**config.mk**
```make
export PLATFORM = sky130hd
export DESIGN_NAME = ramp_err_digitizer
export DESIGN_NICKNAME = d
export VERILOG_FILES = /design/src/rtl/rampdig_pkg.sv /design/src/rtl/rampdig_sync.sv /design/src/rtl/rampdig_sweep.sv /design/src/rtl/rampdig_table.sv /design/src/rtl/rampdig_capture.sv /design/src/rtl/ramp_err_digitizer.sv
export SDC_FILE = /design/constraint.sdc
export NUM_CORES = 1
export LEC_CHECK = 0
export CORE_MARGIN = 2
export CORE_UTILIZATION = 65
export CTS_CLUSTER_DIAMETER = 150
export DETAILED_ROUTE_END_ITERATION = 16
export DONT_BUFFER_PORTS = 1
export HOLD_SLACK_MARGIN = 0.15
export PLACE_DENSITY = 0.81
export SKIP_LAST_GASP = 1
export SYNTH_ARGS = -nofsm -noshare
export SYNTH_HDL_FRONTEND = slang
export SYNTH_SLANG_ARGS = --single-unit
export TNS_END_PERCENT = 20
```
**constraint.sdc**
```tcl
create_clock -name clk -period 18.6 [get_ports clk]
set_input_delay 1.86 -clock clk [delete_from_list [all_inputs] [get_ports clk]]
set_output_delay 1.86 -clock clk [all_outputs]
set_load 0.05 [all_outputs]
```
**src/rtl/rampdig_pkg.sv**
```systemverilog
package rampdig_pkg;

   // Staircase value for one address: scales an address range onto a code range
   function automatic int unsigned stair_code(input int unsigned addr,
                                              input int unsigned addr_max,
                                              input int unsigned code_max);
      return (addr * code_max + addr_max / 2) / addr_max;
   endfunction

endpackage

```
**src/rtl/rampdig_sync.sv**
```systemverilog
module rampdig_sync #(
   parameter int unsigned STAGES = 2
) (
   input  logic clk,
   input  logic rst_n,
   input  logic d_async,
   output logic q_sync
);
   logic [STAGES-1:0] chain;

   always_ff @(posedge clk) begin
      if (!rst_n) chain <= '0;
      else        chain <= {chain[STAGES-2:0], d_async};
   end

   assign q_sync = chain[STAGES-1];
endmodule

```
**src/rtl/rampdig_sweep.sv**
```systemverilog
module rampdig_sweep #(
   parameter int unsigned ADDR_W     = 8,
   parameter int unsigned SHIFT_W    = 4,
   parameter int unsigned SHIFT_INIT = 4
) (
   input  logic               clk,
   input  logic               rst_n,
   input  logic               start,
   input  logic               shift_load,
   input  logic [SHIFT_W-1:0] shift_in,
   output logic [ADDR_W-1:0]  count,
   output logic               active,
   output logic               last,
   output logic [ADDR_W-1:0]  addr
);
   localparam int unsigned AMAX  = (1 << ADDR_W) - 1;
   localparam int unsigned SUM_W = ADDR_W + 1;

   logic [SHIFT_W-1:0] shift_q;
   logic [SUM_W-1:0]   sum;

   always_ff @(posedge clk) begin
      if (!rst_n)          shift_q <= SHIFT_W'(SHIFT_INIT);
      else if (shift_load) shift_q <= shift_in;
   end

   always_ff @(posedge clk) begin
      if (!rst_n) begin
         count  <= '0;
         active <= 1'b0;
      end else if (start) begin
         count  <= '0;
         active <= 1'b1;
      end else if (active) begin
         if (count == ADDR_W'(AMAX)) active <= 1'b0;
         else                        count  <= count + 1'b1;
      end
   end

   assign last = active && (count == ADDR_W'(AMAX));
   assign sum  = SUM_W'(count) + SUM_W'(shift_q);

   always_comb begin
      if (!active)                 addr = '0;
      else if (sum > SUM_W'(AMAX)) addr = ADDR_W'(AMAX);
      else                         addr = sum[ADDR_W-1:0];
   end

   // one step per clock while sweeping
   a_r2_count_steps: assert property (@(posedge clk) disable iff (!rst_n)
      (active && !start && count != ADDR_W'(AMAX)) |=> count == ADDR_W'($past(count) + 1'b1));
   // sweep ends after the last position
   a_r2_sweep_ends: assert property (@(posedge clk) disable iff (!rst_n)
      (last && !start) |=> !active);
   // a start always restarts from position zero
   a_r11_restart: assert property (@(posedge clk) disable iff (!rst_n)
      start |=> (active && count == '0));
endmodule

```
**src/rtl/rampdig_table.sv**
```systemverilog
module rampdig_table #(
   parameter int unsigned ADDR_W  = 8,
   parameter int unsigned CODE_W  = 8,
   parameter bit          FALLING = 1'b0
) (
   input  logic              clk,
   input  logic              rst_n,
   input  logic [ADDR_W-1:0] addr,
   output logic [CODE_W-1:0] code
);
   import rampdig_pkg::*;

   localparam int unsigned AMAX = (1 << ADDR_W) - 1;
   localparam int unsigned CMAX = (1 << CODE_W) - 1;
   localparam logic [CODE_W-1:0] IDLE_CODE = FALLING ? CODE_W'(CMAX) : '0;

   logic [CODE_W-1:0] code_c;

   generate
      if (FALLING) begin : g_falling
         always_comb code_c = CODE_W'(CMAX - stair_code(32'(addr), AMAX, CMAX));
      end else begin : g_rising
         always_comb code_c = CODE_W'(stair_code(32'(addr), AMAX, CMAX));
      end
   endgenerate

   always_ff @(posedge clk) begin
      if (!rst_n) code <= IDLE_CODE;
      else        code <= code_c;
   end
endmodule

```
**src/rtl/rampdig_capture.sv**
```systemverilog
module rampdig_capture #(
   parameter int unsigned ADDR_W = 8
) (
   input  logic              clk,
   input  logic              rst_n,
   input  logic              start,
   input  logic              active,
   input  logic              last,
   input  logic [ADDR_W-1:0] count,
   input  logic              comp_s,
   output logic [ADDR_W-1:0] err,
   output logic              valid
);
   localparam int unsigned AMAX = (1 << ADDR_W) - 1;

   logic comp_d;
   logic taken;
   logic rise;

   assign rise = comp_s && !comp_d;

   always_ff @(posedge clk) begin
      if (!rst_n) begin
         comp_d <= 1'b0;
         taken  <= 1'b0;
         err    <= '0;
         valid  <= 1'b0;
      end else begin
         comp_d <= comp_s;
         valid  <= 1'b0;
         if (start) begin
            taken <= 1'b0;
         end else if (active && !taken) begin
            if (rise) begin
               err   <= count;
               valid <= 1'b1;
               taken <= 1'b1;
            end else if (last) begin
               err   <= comp_s ? '0 : ADDR_W'(AMAX);
               valid <= 1'b1;
               taken <= 1'b1;
            end
         end
      end
   end

   // valid is a single-clock pulse
   a_r10_single_pulse: assert property (@(posedge clk) disable iff (!rst_n)
      valid |=> !valid);
   // sample holds between pulses
   a_r10_hold: assert property (@(posedge clk) disable iff (!rst_n)
      !valid |-> $stable(err));
   // a sample only comes out of an active sweep
   a_r6_from_sweep: assert property (@(posedge clk) disable iff (!rst_n)
      valid |-> $past(active));
endmodule

```
**src/rtl/ramp_err_digitizer.sv**
```systemverilog
module ramp_err_digitizer #(
   parameter int unsigned ADDR_W       = 8,
   parameter int unsigned CODE_W       = 8,
   parameter int unsigned SHIFT_W      = 4,
   parameter int unsigned SHIFT_INIT   = 4,
   parameter int unsigned SYNC_STAGES  = 2,
   parameter bit          RAMP_FALLING = 1'b0
) (
   input  logic               clk,
   input  logic               rst_n,
   input  logic               period_start,
   input  logic               comp_in,
   input  logic               shift_load,
   input  logic [SHIFT_W-1:0] shift_in,
   output logic [CODE_W-1:0]  dac_code,
   output logic               sweep_active,
   output logic [ADDR_W-1:0]  err_sample,
   output logic               sample_valid
);
   initial begin
      assert (SYNC_STAGES >= 2) else $error("SYNC_STAGES must be at least 2");
      assert (SHIFT_W <= ADDR_W) else $error("SHIFT_W must not exceed ADDR_W");
      assert (SHIFT_INIT < (1 << SHIFT_W)) else $error("SHIFT_INIT does not fit SHIFT_W");
      assert (ADDR_W >= 2 && ADDR_W <= 16) else $error("ADDR_W out of range");
      assert (CODE_W >= 2 && CODE_W <= 16) else $error("CODE_W out of range");
   end

   logic              comp_s;
   logic [ADDR_W-1:0] count;
   logic              last;
   logic [ADDR_W-1:0] addr;

   rampdig_sync #(.STAGES(SYNC_STAGES)) i_sync (
      .clk     (clk),
      .rst_n   (rst_n),
      .d_async (comp_in),
      .q_sync  (comp_s)
   );

   rampdig_sweep #(.ADDR_W(ADDR_W), .SHIFT_W(SHIFT_W), .SHIFT_INIT(SHIFT_INIT)) i_sweep (
      .clk        (clk),
      .rst_n      (rst_n),
      .start      (period_start),
      .shift_load (shift_load),
      .shift_in   (shift_in),
      .count      (count),
      .active     (sweep_active),
      .last       (last),
      .addr       (addr)
   );

   rampdig_table #(.ADDR_W(ADDR_W), .CODE_W(CODE_W), .FALLING(RAMP_FALLING)) i_table (
      .clk   (clk),
      .rst_n (rst_n),
      .addr  (addr),
      .code  (dac_code)
   );

   rampdig_capture #(.ADDR_W(ADDR_W)) i_capture (
      .clk    (clk),
      .rst_n  (rst_n),
      .start  (period_start),
      .active (sweep_active),
      .last   (last),
      .count  (count),
      .comp_s (comp_s),
      .err    (err_sample),
      .valid  (sample_valid)
   );

   // the reference stays parked while no sweep runs
   a_r2_idle_parked: assert property (@(posedge clk) disable iff (!rst_n)
      (!sweep_active && !$past(sweep_active)) |=> $stable(dac_code));
endmodule

```
-- Word level (Yosys, flattened, before mapping)
Index checks and enable logic that the tools add are counted.
W data, S select, Z words.
- div/mod/pow operators: 1
- equal/unequal tests: 1
- multiply operators: 1
- reductions and logical operators: 11
- add/subtract/negate cells: 3
- mux-type cells: 12
- $lt $le $gt $ge: 1
- bitwise operators: 4
- operators by type and width (operator ; number):
    $mux W8 ; 5
    $div A32 B8 Y32 const B ; 1
    $add A16 B7 Y17 const B ; 1
    $mul A8 B8 Y16 const B ; 1
    $add A8 B4 Y9 ; 1
    $gt A9 B8 Y1 const B ; 1
    $add A8 B1 Y8 const B ; 1
    $eq A8 B8 Y1 const B ; 1
    $mux W1 ; 7
    $not A1 Y1 ; 4
    $reduce_and A2 Y1 ; 2
    $logic_and A1 B1 Y1 ; 3
    $reduce_and A3 Y1 ; 1
    $reduce_or A3 Y1 ; 1
    $logic_not A1 Y1 ; 2
    $reduce_bool A2 Y1 ; 1
    $reduce_or A2 Y1 ; 1
- flip-flop bits (word level): 34
- output and inout bits: 18
- input bits: 9

-- Longest topological paths before layout
- depth in word-level cells: 7
- gate-level depth with buffers: 52
- depth with buffers taken out: 48

-- Modules after synthesis
From an unflattened synthesis, not the netlist that was laid out.
- cells, all modules: 731
- area, all modules: 5799.3 µm²
- modules (own cells, without submodules) (module ; seq. area each (µm²) ; area each (µm²) ; instances ; cells an instance):
    rampdig_table ; 160.2 ; 4415.5 ; 1 ; 579
    rampdig_sweep ; 260.2 ; 878.3 ; 1 ; 101
    rampdig_capture ; 220.2 ; 452.9 ; 1 ; 47
    rampdig_sync ; 40.0 ; 52.6 ; 1 ; 4

-- Least setup slack after synthesis
OpenSTA, ideal clock, no wires.
- path kind: register -> register
- from: register i_sweep.count[0]
- to: register i_table.code[0]
- data required time: 18530 ps
- cell stages (with the launch flop): 46
- buffers on the path: 2
- slack: 7336 ps
- setup time: 70 ps
- period minus slack after synthesis: 11264 ps
- arrival time: 11194 ps
- cell sequence: dfxtp_1 ha_1 inv_1 fa_1 inv_1 a21o_1 a21oi_1 nor2_1 o21ai_0 inv_1 fa_1 fa_1 fa_1 inv_1 fa_1 inv_1 ha_1 clkbuf_1 (+10 left out) a221o_1 nor3_4 nor3_1 o211ai_2 mux2_2 or2_1 a2111o_1 a31oi_2 nand4bb_4 o22ai_2 nor2_1 ha_1 nand3_1 nor4b_4 nor3_2 a2111oi_0 mux2i_1 o2bb2ai_1
- longest elaborated chain between the ends: 7
- ends and longest elaborated chain (element ; RTL line ; text):
    start, declared ; rampdig_sweep.sv:11 ; output logic [ADDR_W-1:0] count,
    start signal, assigned ; rampdig_sweep.sv:36 ; else count <= count + 1'b1;
    $add A8 B4 Y9 (*) ; rampdig_sweep.sv:41 ; assign sum = SUM_W'(count) + SUM_W'(shift_q);
    $gt A9 B8 Y1 ; rampdig_sweep.sv:45 ; else if (sum > SUM_W'(AMAX)) addr = ADDR_W'(AMAX);
    $mux W8 (*) ; rampdig_sweep.sv:45 ;
    $mux W8 (*) ; rampdig_sweep.sv:44 ; if (!active) addr = '0;
    $mul A8 B8 Y16 (*) ; rampdig_pkg.sv:7 ; return (addr * code_max + addr_max / 2) / addr_max;
    $add A16 B7 Y17 (*) ; rampdig_pkg.sv:7 ;
    $div A32 B8 Y32 (*) ; rampdig_pkg.sv:7 ;
    end signal, assigned ; rampdig_table.sv:29 ; else code <= code_c;
    end, declared ; rampdig_table.sv:9 ; output logic [CODE_W-1:0] code
Mark *: on every way between the ends. The rest lies on a longest branch, timed or not.
A chain may end at the register's enable or synchronous reset.

-- Final worst setup path
Same ends and word-level chain as after synthesis.

==> metrics <==
Crit. Startpoint=i_sweep.count[0]$_SDFFE_PP0P_; initial antenna violation count=0; Final nets=about 800; port bufs=0; Site Rows=34; post-synthesis adder-cell area fraction=0.1992; Synth Net Count=829; vias post-DR=~5.6k; Crit Path Category=reg -> reg; Hold Crit Class=reg -> reg; DP Worst Slack=roughly 5.2 ns; ranking of synthesized cells by area=dfxtp_1, fa_1, ha_1; number of synthesized flops with an enable pin=0; r2r worst-path depth=43; CTS H-tree lvls=2; CP arrival=about 14 ns; worst setup margin=just under 5 ns; max_cap viols=0; most frequent cells in the layout=inv_1, nor2_1, nand2_1, ha_1, o21ai_0; GPL Wtd Cong=approximately 0.94; min cycle time layout=between 10 and 15 ns; post-synth top area share=0.1160; Mapped Area=5867 um2; CTS Root Cell=clkbuf_8; GRT Total Usage=0.2987; synthesis-to-layout area growth=3.114%; Multi-input gate area=slightly below 5000 um2; remaining antenna violation count after routing=0; register area share after synthesis=0.1160; post-synthesis compound-gate area fraction=0.2561; Hold Vio Cnt, Final=0; Crit. End Element=register; pin count of the biggest net entering global routing=28; library cells used by synthesis=a little under 100; post_cts resized=0; Sink Count=34; Worst-path clk slew=0.08 ns; measured slew at the worst slew-check pin=between 1 and 1.5 ns; Synth area leader=dfxtp_1; TNS Setup=0 ns; CTS Buf Count=5; Mapped Cells=roughly 750; CTS max path bufs=2; Req. time, crit path=18.81 ns; Ports=27; TritonCTS clock tree=built; die height=99.01 um; CTS hold repair buffers=0; Clock Skew=0.009279 ns; die width=99.01 um; post-synthesis simple-gate area fraction=0.2655; Syn Area/Cell=about 7.9 um2; final HPWL from detailed placement=about 12 mm; dpl cells=roughly 830; starting density of the core=0.6727; P per Cell Area=approximately 110 nW/um2; total core area=~8700 um2; most common cell after layout, fill and taps aside=inv_1; PnR Total Power=around 0.7 mW; filler cell count=699; total wire length=14.76 mm; Slew Viols, Final=0; Slowest cell on crit path=a2111oi_2; Crit Path Max Fanout=11; asr flop ratio synth=0; share of cells above drive strength 1=0.08333; clk_lat worst skew=0.29 ns; n_diodes=0; DR DRC count=0; LEAKAGE=between 2 and 3 nW; DR WL/cell=17.57 um; DR iter-0 viols=290; fin util=0.6937; Setup crit start kind=register; synth warn=0; grt ovf=0; final period utilization=0.7404; Worst path max stage delay=between 0.9 and 1 ns; Seq. cell area=a little under 700 um2; DR pass1 iterations=5; FMAX=roughly 73 MHz; outcome=completed; setup bufs post-CTS=0; Post-Synth XOR/XNOR Area=0.06249; first-pass GRT wire length=about 25 mm; number of global-route vias before repair=5353; unrepaired setup endpoints after global routing=no; largest family of logic cells by synthesized area=simple AND/OR/NAND/NOR gates; worst r2r src=i_sweep.count[0]$_SDFFE_PP0P_; Synth Flop Type=dfxtp_1; Synth Register Bits=34; WHS Path Cells=1; Hold Path Origin=i_sync.chain[0]$_SDFF_PN0_; headroom to the max-slew limit=0.2484; Setup-failing EPs final=0; non-filler cells, final=between 800 and 900; multiplexer area fraction after synthesis=0.03476; Die ar.=a little under 10000 um2; post-DR vias/cell=about 6.6; Worst VDD drop=about 0.060 mV
## cell type report
type / count / share of cell area
multi-input cells: 615 / 0.7946
flip-flops and latches: 34 / 0.1125
inverters: 73 / 0.04529
well taps: 108 / 0.02234
clock buffers: 5 / 0.01138
clock inverters: 3 / 0.01138
repair buffers: 2 / 0.002482
## where the power goes
| group | switching (mW) | leakage (nW) | internal, mW |
|---|---|---|---|
| Combinational | 0.329 | 2.33 | 0.186 |
| Clock | 0.0297 | 0.0683 | 0.0537 |
| Sequential | 0.0140 | 0.277 | 0.0771 |
| Total | 0.373 | 2.67 | 0.316 |
## synthesized netlist by cell type, types with 12 or more instances
cell,instances
xor2_1,13
nor2_1,59
inv_1,73
o21ai_0,37
nor2b_1,14
mux2i_1,13
xnor2_1,27
nand3_1,29
clkbuf_1,16
dfxtp_1,34
nand2b_1,15
a21oi_1,32
and2_1,15
fa_1,31
o211a_1,12
ha_1,43
nand2_1,54
and3_1,16
## cell families (layout without fill, tap and decap cells)
kind of cell / count (synthesis) / in the layout
mux: 18 / 18
fa+ha+maj: 75 / 75
xor+xnor: 41 / 41
flops: 34 / 34
simple gates: 278 / 278
compound gates: 203 / 203
buf+inv: 97 / 83
## critical path: cells and delay by family (launching register included)
kind	cells	cell delay, ns
compound gates	12	4.51
simple gates	14	3.91
mux	4	1.17
buf+inv	5	0.61
fa+ha+maj	8	3.11
flops	1	0.36
## flip-flops by register name, summed over array words and instances (netlist names)
name and count:
i_sweep.active 1, i_table.code 8, i_capture.valid 1, i_sweep.count 8, i_capture.err 8, i_capture.taken 1
i_capture.comp_d 1, i_sync.chain 2, i_sweep.shift_q 4
## path summary, 6_finish.rpt
| check | to | slack, ns |
|---|---|---|
| setup / recovery | i_table.code[0]$_SDFF_PN0_ | 4.83 |
| hold / removal | i_sync.chain[1]$_SDFF_PN0_ | 0.44 |
| setup reg to reg | i_table.code[0]$_SDFF_PN0_ | 4.83 |
| hold reg to reg | i_sync.chain[1]$_SDFF_PN0_ | 0.44 |
## routing by layer
layer,track usage,up-vias,part of all wire
met1,0.4049,2656,0.44
li1,-,2666,-
met2,0.5140,216,0.49
met4,0.06744,0,0.013
met3,0.03191,22,0.061
met5,0,-,0
## metrics by stage
step	hold slack (ns)	area [um2]
after detailed placement	0.4277	5912
after global placement	0.4181	5912
after global routing	0.4666	6050
after floorplan	0.4119	5867
after CTS	0.4372	6050
final	0.4392	6050
(Power assumes the default switching activity.)
